==> src/rtl/nmi_pkg.sv <==
package nmi_pkg;

    localparam int unsigned NUM_SRC  = 3;
    localparam int unsigned REG_W    = 8;
    localparam int unsigned ADDR_W   = 32;

    localparam int unsigned BIT_EXT  = 0;
    localparam int unsigned BIT_WDT  = 1;
    localparam int unsigned BIT_ERR  = 2;

    localparam logic [ADDR_W-1:0] RESET_VEC = 32'h4000_0000;
    localparam logic [ADDR_W-1:0] NMI_VEC   = 32'h4000_0008;

    typedef enum logic [1:0] {
        SEQ_HOLD   = 2'd0,
        SEQ_SETTLE = 2'd1,
        SEQ_VECTOR = 2'd2,
        SEQ_RUN    = 2'd3
    } seq_state_t;

endpackage

==> src/rtl/nmi_pin_sync.sv <==
module nmi_pin_sync #(
    parameter int unsigned STAGES = 2
) (
    input  logic clk,
    input  logic rst_n,
    input  logic pin_n,
    output logic fall
);
    localparam int unsigned DEPTH = STAGES + 1;

    logic [DEPTH-1:0] chain;

    generate
        for (genvar g = 0; g < DEPTH; g++) begin : g_stage
            if (g == 0) begin : g_first
                always_ff @(posedge clk or negedge rst_n) begin
                    if (!rst_n) chain[g] <= 1'b1;
                    else        chain[g] <= pin_n;
                end
            end else begin : g_next
                always_ff @(posedge clk or negedge rst_n) begin
                    if (!rst_n) chain[g] <= 1'b1;
                    else        chain[g] <= chain[g-1];
                end
            end
        end
    endgenerate

    always_comb begin
        fall = chain[DEPTH-1] & ~chain[DEPTH-2];
    end

    AST_EDGE_SINGLE: assert property (@(posedge clk) disable iff (!rst_n)
        fall |=> !fall);

endmodule

==> src/rtl/nmi_flag_reg.sv <==
module nmi_flag_reg #(
    parameter int unsigned NUM_SRC = 3,
    parameter int unsigned REG_W   = 8
) (
    input  logic               clk,
    input  logic               rst_n,
    input  logic [NUM_SRC-1:0] set_vec,
    input  logic               wr,
    input  logic [NUM_SRC-1:0] wdata,
    output logic [NUM_SRC-1:0] flags,
    output logic [REG_W-1:0]   rdata
);
    localparam int unsigned PAD_W = REG_W - NUM_SRC;

    logic [NUM_SRC-1:0] clr_vec;

    always_comb begin
        clr_vec = wr ? wdata : '0;
    end

    generate
        for (genvar g = 0; g < NUM_SRC; g++) begin : g_flag
            always_ff @(posedge clk or negedge rst_n) begin
                if (!rst_n)          flags[g] <= 1'b0;
                else if (set_vec[g]) flags[g] <= 1'b1;
                else if (clr_vec[g]) flags[g] <= 1'b0;
            end
        end
    endgenerate

    always_comb begin
        rdata = {{PAD_W{1'b0}}, flags};
    end

    AST_SET_WINS: assert property (@(posedge clk) disable iff (!rst_n)
        (set_vec != '0) |=> ((flags & $past(set_vec)) == $past(set_vec)));

    AST_FLAG_KEEP: assert property (@(posedge clk) disable iff (!rst_n)
        (set_vec == '0 && !wr) |=> $stable(flags));

    AST_CLEAR_BITS: assert property (@(posedge clk) disable iff (!rst_n)
        (set_vec == '0 && wr) |=> ((flags & $past(wdata)) == '0));

endmodule

==> src/rtl/nmi_reset_seq.sv <==
module nmi_reset_seq
    import nmi_pkg::*;
#(
    parameter int unsigned SETTLE_CYCLES = 1024
) (
    input  logic       clk,
    input  logic       rst_n,
    output seq_state_t state,
    output logic       run,
    output logic       core_hold,
    output logic       reset_done
);
    localparam int unsigned CNT_W = (SETTLE_CYCLES > 2) ? $clog2(SETTLE_CYCLES) : 1;
    localparam logic [CNT_W-1:0] LAST = CNT_W'(SETTLE_CYCLES - 1);

    seq_state_t       nxt;
    logic [CNT_W-1:0] cnt;

    always_comb begin
        nxt = state;
        unique case (state)
            SEQ_HOLD:   nxt = SEQ_SETTLE;
            SEQ_SETTLE: if (cnt == LAST) nxt = SEQ_VECTOR;
            SEQ_VECTOR: nxt = SEQ_RUN;
            SEQ_RUN:    nxt = SEQ_RUN;
            default:    nxt = SEQ_HOLD;
        endcase
    end

    always_ff @(posedge clk or negedge rst_n) begin
        if (!rst_n) state <= SEQ_HOLD;
        else        state <= nxt;
    end

    always_ff @(posedge clk or negedge rst_n) begin
        if (!rst_n)                  cnt <= '0;
        else if (state == SEQ_SETTLE) cnt <= cnt + 1'b1;
        else                         cnt <= '0;
    end

    always_comb begin
        run        = 1'b0;
        core_hold  = 1'b0;
        reset_done = 1'b0;
        unique case (state)
            SEQ_HOLD:   core_hold  = 1'b1;
            SEQ_SETTLE: core_hold  = 1'b1;
            SEQ_VECTOR: reset_done = 1'b1;
            SEQ_RUN:    run        = 1'b1;
            default:    core_hold  = 1'b1;
        endcase
    end

    AST_DONE_PULSE: assert property (@(posedge clk) disable iff (!rst_n)
        reset_done |=> !reset_done);

    AST_HOLD_RELEASE: assert property (@(posedge clk) disable iff (!rst_n)
        $fell(core_hold) |-> reset_done);

    AST_RUN_STAYS: assert property (@(posedge clk) disable iff (!rst_n)
        run |=> run);

endmodule

==> src/rtl/nmi_source_ctrl.sv <==
module nmi_source_ctrl
    import nmi_pkg::*;
#(
    parameter int unsigned SETTLE_CYCLES = 1024,
    parameter int unsigned SYNC_STAGES   = 2
) (
    input  logic              clk,
    input  logic              rst_pin_n,
    input  logic              ext_nmi_n,
    input  logic              wdt_ovf,
    input  logic              wdt_cnt_en,
    input  logic              err_unaligned,
    input  logic              err_undef_op,
    input  logic              err_fatal,
    input  logic              reg_wr,
    input  logic [NUM_SRC-1:0] reg_wdata,
    output logic [REG_W-1:0]  reg_rdata,
    output logic              nmi_req,
    output logic              core_hold,
    output logic              reset_done,
    output logic [ADDR_W-1:0] vec_addr
);
    seq_state_t         state;
    logic               run;
    logic               ext_fall;
    logic [NUM_SRC-1:0] set_vec;
    logic [NUM_SRC-1:0] flags;

    nmi_reset_seq #(
        .SETTLE_CYCLES(SETTLE_CYCLES)
    ) u_seq (
        .clk        (clk),
        .rst_n      (rst_pin_n),
        .state      (state),
        .run        (run),
        .core_hold  (core_hold),
        .reset_done (reset_done)
    );

    nmi_pin_sync #(
        .STAGES(SYNC_STAGES)
    ) u_sync (
        .clk   (clk),
        .rst_n (rst_pin_n),
        .pin_n (ext_nmi_n),
        .fall  (ext_fall)
    );

    always_comb begin
        set_vec          = '0;
        set_vec[BIT_EXT] = run & ext_fall;
        set_vec[BIT_WDT] = run & wdt_ovf & wdt_cnt_en;
        set_vec[BIT_ERR] = run & (err_unaligned | err_undef_op | err_fatal);
    end

    nmi_flag_reg #(
        .NUM_SRC (NUM_SRC),
        .REG_W   (REG_W)
    ) u_flags (
        .clk     (clk),
        .rst_n   (rst_pin_n),
        .set_vec (set_vec),
        .wr      (reg_wr),
        .wdata   (reg_wdata),
        .flags   (flags),
        .rdata   (reg_rdata)
    );

    always_comb begin
        nmi_req  = |flags;
        vec_addr = '0;
        unique case (state)
            SEQ_VECTOR: vec_addr = RESET_VEC;
            SEQ_RUN:    if (nmi_req) vec_addr = NMI_VEC;
            default:    vec_addr = '0;
        endcase
    end

    AST_WDT_GATED: assert property (@(posedge clk) disable iff (!rst_pin_n)
        $rose(reg_rdata[BIT_WDT]) |-> $past(wdt_ovf && wdt_cnt_en));

    AST_QUIET_BEFORE_RUN: assert property (@(posedge clk) disable iff (!rst_pin_n)
        core_hold |-> (reg_rdata == '0));

    AST_ERR_CAUSE: assert property (@(posedge clk) disable iff (!rst_pin_n)
        $rose(reg_rdata[BIT_ERR]) |-> $past(err_unaligned || err_undef_op || err_fatal));

endmodule

==> config.mk <==
export PLATFORM = sky130hd
export DESIGN_NAME = nmi_source_ctrl
export DESIGN_NICKNAME = d
export VERILOG_FILES = /design/src/rtl/nmi_pkg.sv /design/src/rtl/nmi_pin_sync.sv /design/src/rtl/nmi_flag_reg.sv /design/src/rtl/nmi_reset_seq.sv /design/src/rtl/nmi_source_ctrl.sv
export SDC_FILE = /design/constraint.sdc
export NUM_CORES = 1
export LEC_CHECK = 0
export BUFFER_PORTS_ARGS = -buffer_cell sky130_fd_sc_hd__buf_2
export CORE_MARGIN = 4
export CORE_UTILIZATION = 30
export DETAILED_ROUTE_END_ITERATION = 8
export GPL_TIMING_DRIVEN = 1
export PLACE_DENSITY_LB_ADDON = 0.1
export SLEW_MARGIN = 10
export SYNTH_ARGS = -nofsm -noshare
export SYNTH_HDL_FRONTEND = slang
export SYNTH_SLANG_ARGS = --single-unit
==> constraint.sdc <==
create_clock -name clk -period 3.8 [get_ports clk]
set_input_delay 0.76 -clock clk [delete_from_list [all_inputs] [get_ports clk]]
set_output_delay 0.76 -clock clk [all_outputs]
set_load 0.02 [all_outputs]
==> results.py, run 1 <==
metrics = {
    "run_status": {
        "status": "finished, final reports clean",
    },
    "floorplanning": {
        "coreArea_mm2": 0.00336,
        "num_rows": 21,
        "dieArea_mm2": 0.00450,
        "die_x_um": 67.1,
        "initial_core_util_pct": 31.1,
        "die-height_um": 67.1,
        "ios": 55,
    },
    "worst_setup_path": {
        "endpoint_kind": "output port",
        "critPathLaunchType": "flip-flop",
        "crit_type": "reg -> out",
        "cp_data_arrival_time_ns": 1.29,
        "required_ns": 3.04,
        "cp_max_fo": 3,
    },
    "timing": {
        "setup_viol": 0,
        "period_share_pct": 54.0,
        "fmax_mhz": 488,
        "layout_min_cycle_time_ns": 2.05,
        "slew_viol_final": 0,
        "finalSetupTns_ns": 0,
        "rsz0062_at_grt": "false",
        "finalHoldViolCount": 0,
        "skew_ns": 0.00381,
    },
    "global_routing": {
        "grt_max_degree": 19,
        "grt.overflow.total": 0,
        "antenna_found_initial": 0,
        "grt_pass1_vias": 635,
        "grtUsageTotal_pct": 8.37,
        "grt_pass1_wl_um": 2880,
    },
    "detailed_routing": {
        "avgRoutedWirePerCell_um": 10.1,
        "drtIter0Drc": 11,
        "vias": 721,
        "postRouteAntennaNets": 0,
        "drc": 0,
        "avgViaCountPerCell": 4.01,
        "first_pass_iters": 4,
        "finalWirelength_um": 1820,
    },
    "cells_and_area": {
        "nNetsFinal": 148,
        "final_cell_count_no_fill": 180,
        "drive_gt1_share_pct": 20.9,
        "final_cell_area_mm2": 0.00110,
        "fill_cells": 395,
        "area_delta_synth_final_pct": 5.14,
        "diodes": 0,
    },
    "synthesis": {
        "syn_inst": 112,
        "synth_seq_cells": 18,
        "synthXorXnorAreaFrac_pct": 2.51,
        "yosysUniqueCellTypes": 26,
        "yosys_warnings": 0,
        "syn_area_per_cell_um2": 9.35,
        "synth_compound_area_share_pct": 8.60,
        "synthAdderAreaFrac_pct": 1.19,
        "syn_area_mm2": 0.00105,
        "synth_top_family_by_area": "buffers and inverters",
        "synthSimpleGateAreaFrac_pct": 17.1,
        "yosysSeqAreaShare_pct": 43.4,
        "synthMuxAreaShare_pct": 0,
    },
    "place": {
        "place_area_mm2": 0.00106,
        "gp_congestion": 0.702,
        "place_hpwl_um": 1470,
        "io_buffers": 19,
        "placed_cells": 176,
    },
    "pwr": {
        "netSwitchingFraction_pct": 26.9,
        "switchingPower_w": 0.0000947,
        "p_int_w": 0.000257,
        "p_leak_nw": 0.552,
        "pwr-share-comb_pct": 11.8,
        "power_frac_clock_pct": 32.9,
        "irDropWorstVdd_mv": 0.221,
        "seqPwrFrac_pct": 55.3,
        "powerDensity_mw_per_mm2": 320,
    },
    "clock_network": {
        "cts_made_buffers": 3,
        "clk_latency_ns": 0.29,
        "htree_num_levels": 1,
        "clk_pin_slew_worst_paths_ns": 0.10,
        "ctsRootBufferMaster": "clkbuf_4",
        "cts_resized": 0,
        "cts_hold_buf": 0,
        "cts_tree": "done",
        "cts_sinks": 18,
        "clock_path_buffers": 2,
        "post_cts_buffers": 0,
    },
    "run": {
        "maxCapViolCount": 0,
    },
    "min_path": {
        "hp-class": "reg -> reg",
    },
}
==> cell usage after synthesis, drive strengths merged <==
cell type / number / area [µm²]
a21o: 1 / 7.51
a21oi: 5 / 25.0
and2: 1 / 6.26
buf: 35 / 263
conb: 1 / 3.75
dfrtp: 15 / 375
dfstp: 3 / 78.8
ha: 1 / 12.5
inv: 5 / 18.8
nand2: 12 / 45.0
nand2b: 2 / 12.5
nand3: 4 / 20.0
nand4: 1 / 21.3
nor2: 6 / 22.5
nor2b: 1 / 6.26
nor3: 2 / 10.0
nor4: 1 / 6.26
o21ai: 5 / 25.0
o311ai: 1 / 8.76
o31ai: 2 / 15.0
o41ai: 1 / 8.76
or3: 2 / 13.8
or4: 2 / 15.0
xnor2: 1 / 8.76
xor2: 2 / 17.5
==> power groups by stage <==
stage / sequential [W] / clock, W / combinational (W)
2_1_floorplan: 0.000198 / 0 / 0.0000590
3_3_place_gp: 0.000198 / 0 / 0.0000411
3_5_place_dp: 0.000198 / 0 / 0.0000411
4_1_cts: 0.000195 / 0.000124 / 0.0000412
5_1_grt: 0.000195 / 0.000135 / 0.0000459
6_report: 0.000195 / 0.000116 / 0.0000414
==> logic make-up after synthesis <==
family                   count (synthesis)
AND/OR/NAND/NOR                         34
other                                    1
flip-flops                              18
buffers and inverters                   40
AO/OA/AOI/OAI                           15
XOR/XNOR                                 3
adder cells (fa/ha/maj)                  1
==> placed cells by master, fill, tap and decap left out, types with 3 or more instances in the layout <==
master	instances
a21oi_1	5
buf_2	19
clkbuf_4	3
conb_1	35
dfrtp_1	15
dfstp_2	3
inv_1	5
nand2_1	12
nand3_1	4
nor2_1	6
o21ai_0	5
==> stage by stage <==
step	worst slack, ns	total power [W]	hold slack [ns]	util, %
2_1_floorplan	2.09	0.000257	0.345	-
3_3_place_gp	2.12	0.000240	0.347	31.7
3_5_place_dp	2.08	0.000240	0.349	31.7
4_1_cts	1.74	0.000361	0.364	32.7
5_1_grt	1.60	0.000376	0.373	32.7
6_report	1.75	0.000352	0.362	32.7
==> worst max-delay path, cell delays in order, from the launching register on <==
cell	delay, ns
dfrtp_1	0.40
nor3_1	0.31
a21oi_1	0.12
buf_2	0.17
==> layout make-up <==
cell class,count,area [µm²],area share (%)
well taps,46,57.6,5.23
clock buffers,4,36.3,3.30
inverters,5,18.8,1.70
flip-flops and latches,18,454,41.2
repair buffers,19,95.1,8.64
multi-input cells,88,439,39.9
==> path summary, 6_finish.rpt <==
kind / from / cells after the start / end / slack, ns
hold reg to reg: u_sync.chain[0] / 0 / u_sync.chain[1] / 0.36
max in group asynchronous: rst_pin_n / 1 / u_sync.chain[0] / 3.10
min in group asynchronous: rst_pin_n / 1 / u_seq.cnt[5] / 0.38
hold / removal: u_sync.chain[0] / 0 / u_sync.chain[1] / 0.36
setup / recovery: u_flags.flags[1] / 3 / vec_addr[30] / 1.75
setup reg to reg: u_seq.cnt[0] / 4 / u_seq.cnt[6] / 2.37
==> layer usage <==
| metal | vias up | part of all wire, % | track usage (%) |
|---|---|---|---|
| met2 | 32 | 47 | 13.3 |
| met4 | 0 | 0.49 | 0.759 |
| met5 | - | 0 | 0 |
| li1 | 350 | - | - |
| met3 | 2 | 12 | 3.88 |
| met1 | 337 | 40 | 10.7 |
==> state kept, by name, summed over array words and instances (netlist names) <==
| register | count |
|---|---|
| u_flags.flags | 3 |
| u_seq.cnt | 10 |
| u_sync.chain | 3 |
| u_seq.state | 2 |
Note: power is estimated with default switching activity, not from simulation.
==> run 2, diff against run 1 <==
==> constraint.sdc (replaced) <==
create_clock -name clk -period 1.95 [get_ports clk]
set_input_delay 0.39 -clock clk [delete_from_list [all_inputs] [get_ports clk]]
set_output_delay 0.39 -clock clk [all_outputs]
set_load 0.02 [all_outputs]
==> run 2 against run 1 <==
The run now ends with negative hold slack left; final cell count is the same; global-route usage shrank 0.70 points; routed wire length shrank 2.6%; clock skew grew 0.0030 ns; clock power grew 97%; first-iteration DRC count grew 55%; combinational power grew 95%; non-clock buffer count is the same; register-to-register slack lost 1.8 ns; critical path type unchanged; critical endpoint unchanged.
==> results.py, run 2 (synthesized netlist as in run 1, its figures left out) <==
metrics = {
    "worst_setup_path": {
        "endpoint_kind": "output port",
        "rrSetupSlack_ns": 0.55,
        "slowest_delay_ns": 0.41,
        "crit_family": "flip-flops",
        "r2r_end": "u_seq.state[1]",
        "crit_start": "u_flags.flags[1]",
        "cp_data_arrival_time_ns": 1.30,
        "critPathSlowestCell": "dfrtp_1",
        "r2r_cells": 4,
        "required_ns": 1.56,
        "crit_type": "reg -> out",
        "cp_num_buf_inv": 1,
        "path_cells": "nor3_1 -> a21oi_1 -> buf_2",
        "cp_max_fo": 3,
        "endpoint": "vec_addr[30]",
        "critPathLaunchType": "flip-flop",
        "critical_path_depth": 3,
        "r2r-start": "u_seq.cnt[0]",
    },
    "detailed_routing": {
        "postRouteAntennaNets": 0,
        "avgViaCountPerCell": 3.94,
        "drtIter0Drc": 17,
        "vias": 709,
        "drc": 0,
        "finalWirelength_um": 1770,
        "avgRoutedWirePerCell_um": 9.84,
        "first_pass_iters": 4,
    },
    "global_routing": {
        "grt_pass1_vias": 584,
        "grt_max_degree": 19,
        "antenna_found_initial": 0,
        "grt.overflow.total": 0,
        "grtUsageTotal_pct": 7.68,
        "grt_pass1_wl_um": 2610,
    },
    "timing": {
        "skew_ns": 0.00683,
        "finalHoldViolCount": 1,
        "rsz0062_at_grt": "false",
        "whs_ns": -0.000935,
        "finalSetupTns_ns": 0,
        "layout_min_cycle_time_ns": 1.69,
        "period_share_pct": 86.6,
        "slew_viol_final": 0,
        "fmax_mhz": 592,
        "setup_viol": 0,
    },
    "place": {
        "io_buffers": 19,
        "gp_congestion": 0.673,
        "place_hpwl_um": 1410,
    },
    "cells_and_area": {
        "largestRegisters": "u_seq.cnt x10, u_flags.flags x3, u_sync.chain x3",
        "largest_reg_flops": 10,
        "nNetsFinal": 148,
        "final_common_cell": "conb_1",
        "final_cell_mix": "35 x conb_1, 19 x buf_2, 15 x dfrtp_1",
        "regMostFlops": "u_seq.cnt",
        "drive_gt1_share_pct": 20.9,
        "area_delta_synth_final_pct": 5.14,
        "diodes": 0,
    },
    "floorplanning": {
        "dieArea_mm2": 0.00450,
        "initial_core_util_pct": 31.1,
        "coreArea_mm2": 0.00336,
        "num_rows": 21,
        "die-height_um": 67.1,
        "ios": 55,
        "die_x_um": 67.1,
    },
    "clock_network": {
        "cts_made_buffers": 3,
        "clk_latency_ns": 0.29,
        "cts_resized": 0,
        "cts_tree": "done",
        "ctsRootBufferMaster": "clkbuf_4",
        "cts_hold_buf": 0,
        "clock_path_buffers": 2,
        "cts_sinks": 18,
        "clk_pin_slew_worst_paths_ns": 0.11,
        "htree_num_levels": 1,
        "post_cts_buffers": 0,
    },
    "pwr": {
        "p_leak_nw": 0.552,
        "powerDensity_mw_per_mm2": 626,
        "irDropWorstVdd_mv": 0.386,
    },
    "run": {
        "maxCapViolCount": 0,
    },
    "min_path": {
        "hp-class": "in -> async",
    },
    "run_status": {
        "violations": "negative hold slack",
        "status": "finished, violations left",
    },
}
==> run 2: cell counts in the layout (fill, tap and decap cells not counted) <==
No cell type changed its count.
==> run 2: routing by layer <==
layer	part of all wire, %	track usage [%]
met5	0	0
met4	0	0
met3	13	4.38
met2	46	12.5
met1	42	9.33
==> run 2: power breakdown <==
group | internal [W] | switching [W] | total, W
clock | 0.000114 | 0.000116 | 0.000229
combinational | 0.00000928 | 0.0000713 | 0.0000806
sequential | 0.000379 | 0.000000942 | 0.000380
==> run 2: layout make-up <==
class,instances,area [µm²]
fill,384,2260
sequential,18,454
multi-input combinational,88,439
timing repair buffer,19,95.1
tap,46,57.6
clock buffer,4,36.3
inverter,5,18.8
==> run 2: worst min-delay path by stage <==
stage                            end      start
CTS                 u_flags.flags[0]  rst_pin_n
floorplan           u_flags.flags[0]  rst_pin_n
global placement    u_flags.flags[0]  rst_pin_n
detailed placement  u_flags.flags[0]  rst_pin_n
finish              u_flags.flags[0]  rst_pin_n
global route        u_flags.flags[2]  rst_pin_n
==> run 2: per-stage QoR <==
stage	power (W)	worst slack (ns)	instances	utilization [%]	cell area, µm²
detailed placement	0.000467	0.557	176	31.7	1060
global placement	0.000466	0.586	176	31.7	1060
CTS	0.000703	0.237	180	32.7	1100
global route	0.000739	0.126	180	32.7	1100
floorplan	0.000502	0.613	146	-	1170
finish	0.000690	0.262	180	32.7	1100
==> run 3, diff against run 2 <==
--- a/config.mk
+++ b/config.mk
@@ -11,6 +11,8 @@
 export DETAILED_ROUTE_END_ITERATION = 8
 export GPL_TIMING_DRIVEN = 1
 export PLACE_DENSITY_LB_ADDON = 0.1
+export REMOVE_ABC_BUFFERS = 1
+export SKIP_LAST_GASP = 1
 export SLEW_MARGIN = 10
 export SYNTH_ARGS = -nofsm -noshare
 export SYNTH_HDL_FRONTEND = slang
==> run 3 against run 2 <==
Clock power barely moved; routed wire length grew 1.3%; setup slack got worse by 0.031 ns; core utilization unchanged; via count up 1.1%; first-iteration DRC count increased by 47%; combinational power barely moved; the run now ends clean.
==> results.py, run 3 (synthesized netlist as in run 1, its figures left out) <==
metrics = {
    "clock_network": {
        "cts_hold_buf": 0,
        "ctsRootBufferMaster": "clkbuf_4",
        "cts_made_buffers": 3,
        "cts_resized": 0,
        "clock_path_buffers": 2,
        "cts_sinks": 18,
        "clk_latency_ns": 0.29,
        "clk_pin_slew_worst_paths_ns": 0.10,
        "htree_num_levels": 1,
        "cts_tree": "done",
        "post_cts_buffers": 0,
    },
    "cells_and_area": {
        "largestRegisters": "u_seq.cnt x10, u_flags.flags x3, u_sync.chain x3",
        "final_core_util_pct": 32.7,
        "fill_cells": 361,
        "final_common_cell": "conb_1",
        "area_delta_synth_final_pct": 5.14,
        "final_cell_area_mm2": 0.00110,
        "diodes": 0,
        "nNetsFinal": 148,
        "regMostFlops": "u_seq.cnt",
        "drive_gt1_share_pct": 20.9,
        "largest_reg_flops": 10,
        "final_cell_mix": "35 x conb_1, 19 x buf_2, 15 x dfrtp_1",
    },
    "pwr": {
        "powerDensity_mw_per_mm2": 625,
        "netSwitchingFraction_pct": 27.1,
        "seqPwrFrac_pct": 55.2,
        "p_leak_nw": 0.552,
        "pwr-share-comb_pct": 11.8,
        "irDropWorstVdd_mv": 0.284,
        "p_int_w": 0.000502,
        "power_frac_clock_pct": 33.0,
        "switchingPower_w": 0.000186,
    },
    "detailed_routing": {
        "avgRoutedWirePerCell_um": 9.97,
        "drc": 0,
        "finalWirelength_um": 1800,
        "avgViaCountPerCell": 3.98,
        "vias": 717,
        "postRouteAntennaNets": 0,
        "first_pass_iters": 5,
        "drtIter0Drc": 25,
    },
    "timing": {
        "layout_min_cycle_time_ns": 1.72,
        "fmax_mhz": 582,
        "slew_viol_final": 0,
        "skew_ns": 0.00395,
        "fin_ws_ns": 0.230,
        "period_share_pct": 88.2,
        "finalHoldViolCount": 0,
        "finalSetupTns_ns": 0,
        "setup_viol": 0,
        "rsz0062_at_grt": "false",
    },
    "run_status": {
        "status": "finished, final reports clean",
    },
    "min_path": {
        "hp-class": "in -> async",
    },
    "worst_setup_path": {
        "endpoint_kind": "output port",
        "cp_data_arrival_time_ns": 1.33,
        "cp_max_fo": 3,
        "path_cells": "nor3_1 -> a21oi_1 -> buf_2",
        "required_ns": 1.56,
        "slowest_delay_ns": 0.41,
        "crit_type": "reg -> out",
        "critPathLaunchType": "flip-flop",
        "critical_path_depth": 3,
        "r2r_cells": 4,
        "cp_num_buf_inv": 1,
        "r2r_end": "u_seq.cnt[6]",
        "critPathSlowestCell": "dfrtp_1",
        "r2r-start": "u_seq.cnt[0]",
        "crit_family": "flip-flops",
        "rrSetupSlack_ns": 0.54,
    },
    "global_routing": {
        "grt_max_degree": 19,
        "antenna_found_initial": 0,
        "grt_pass1_vias": 649,
        "grt_pass1_wl_um": 2950,
        "grtUsageTotal_pct": 8.69,
        "grt.overflow.total": 0,
    },
    "floorplanning": {
        "die_x_um": 67.1,
        "dieArea_mm2": 0.00450,
        "initial_core_util_pct": 31.1,
        "num_rows": 21,
        "coreArea_mm2": 0.00336,
        "die-height_um": 67.1,
        "ios": 55,
    },
    "place": {
        "gp_congestion": 0.690,
        "place_area_mm2": 0.00106,
        "place_hpwl_um": 1410,
        "place_ws_ns": 0.549,
        "io_buffers": 19,
    },
    "run": {
        "maxCapViolCount": 0,
    },
}
-- run 3: cell counts in the layout (fill, tap and decap cells not counted) --
Identical to the previous run, type by type.
-- run 3: metal layers --
layer	wire length, µm	up-vias	global-route usage (%)
met5	0	-	0
li1	-	345	-
met1	738	334	10.9
met2	858	36	14.0
met3	180	2	1.69
met4	18	0	4.56
-- run 3: worst max path at each step --
| stage | startpoint | to |
|---|---|---|
| floorplan | u_flags.flags[1] | vec_addr[30] |
| global placement | u_flags.flags[1] | vec_addr[30] |
| detailed placement | u_seq.cnt[2] | u_seq.cnt[9] |
| CTS | u_flags.flags[1] | vec_addr[30] |
| global route | u_flags.flags[1] | vec_addr[30] |
| finish | u_flags.flags[1] | vec_addr[30] |
-- run 3: layout make-up --
class                           instances  area (µm²)  area share, %
Inverter                                5        18.8           1.70
Sequential cell                        18         454           41.2
Clock buffer                            4        36.3           3.30
Tap cell                               46        57.6           5.23
Timing Repair Buffer                   19        95.1           8.64
Multi-Input combinational cell         88         439           39.9
-- run 3: power groups by stage --
stage	logic [W]	registers (W)	clock network, W
floorplan	0.0000609	0.000387	0
global placement	0.0000795	0.000387	0
detailed placement	0.0000801	0.000387	0
CTS	0.0000802	0.000380	0.000242
global route	0.0000898	0.000380	0.000253
finish	0.0000809	0.000380	0.000227
-- run 3: stage by stage --
step	cells	total power, W	hold WS (ns)
6_report	180	0.000688	0.0141
2_1_floorplan	111	0.000448	0.0944
3_3_place_gp	176	0.000466	0.347
3_5_place_dp	176	0.000467	0.347
4_1_cts	180	0.000702	0.0250
5_1_grt	180	0.000723	0.0284
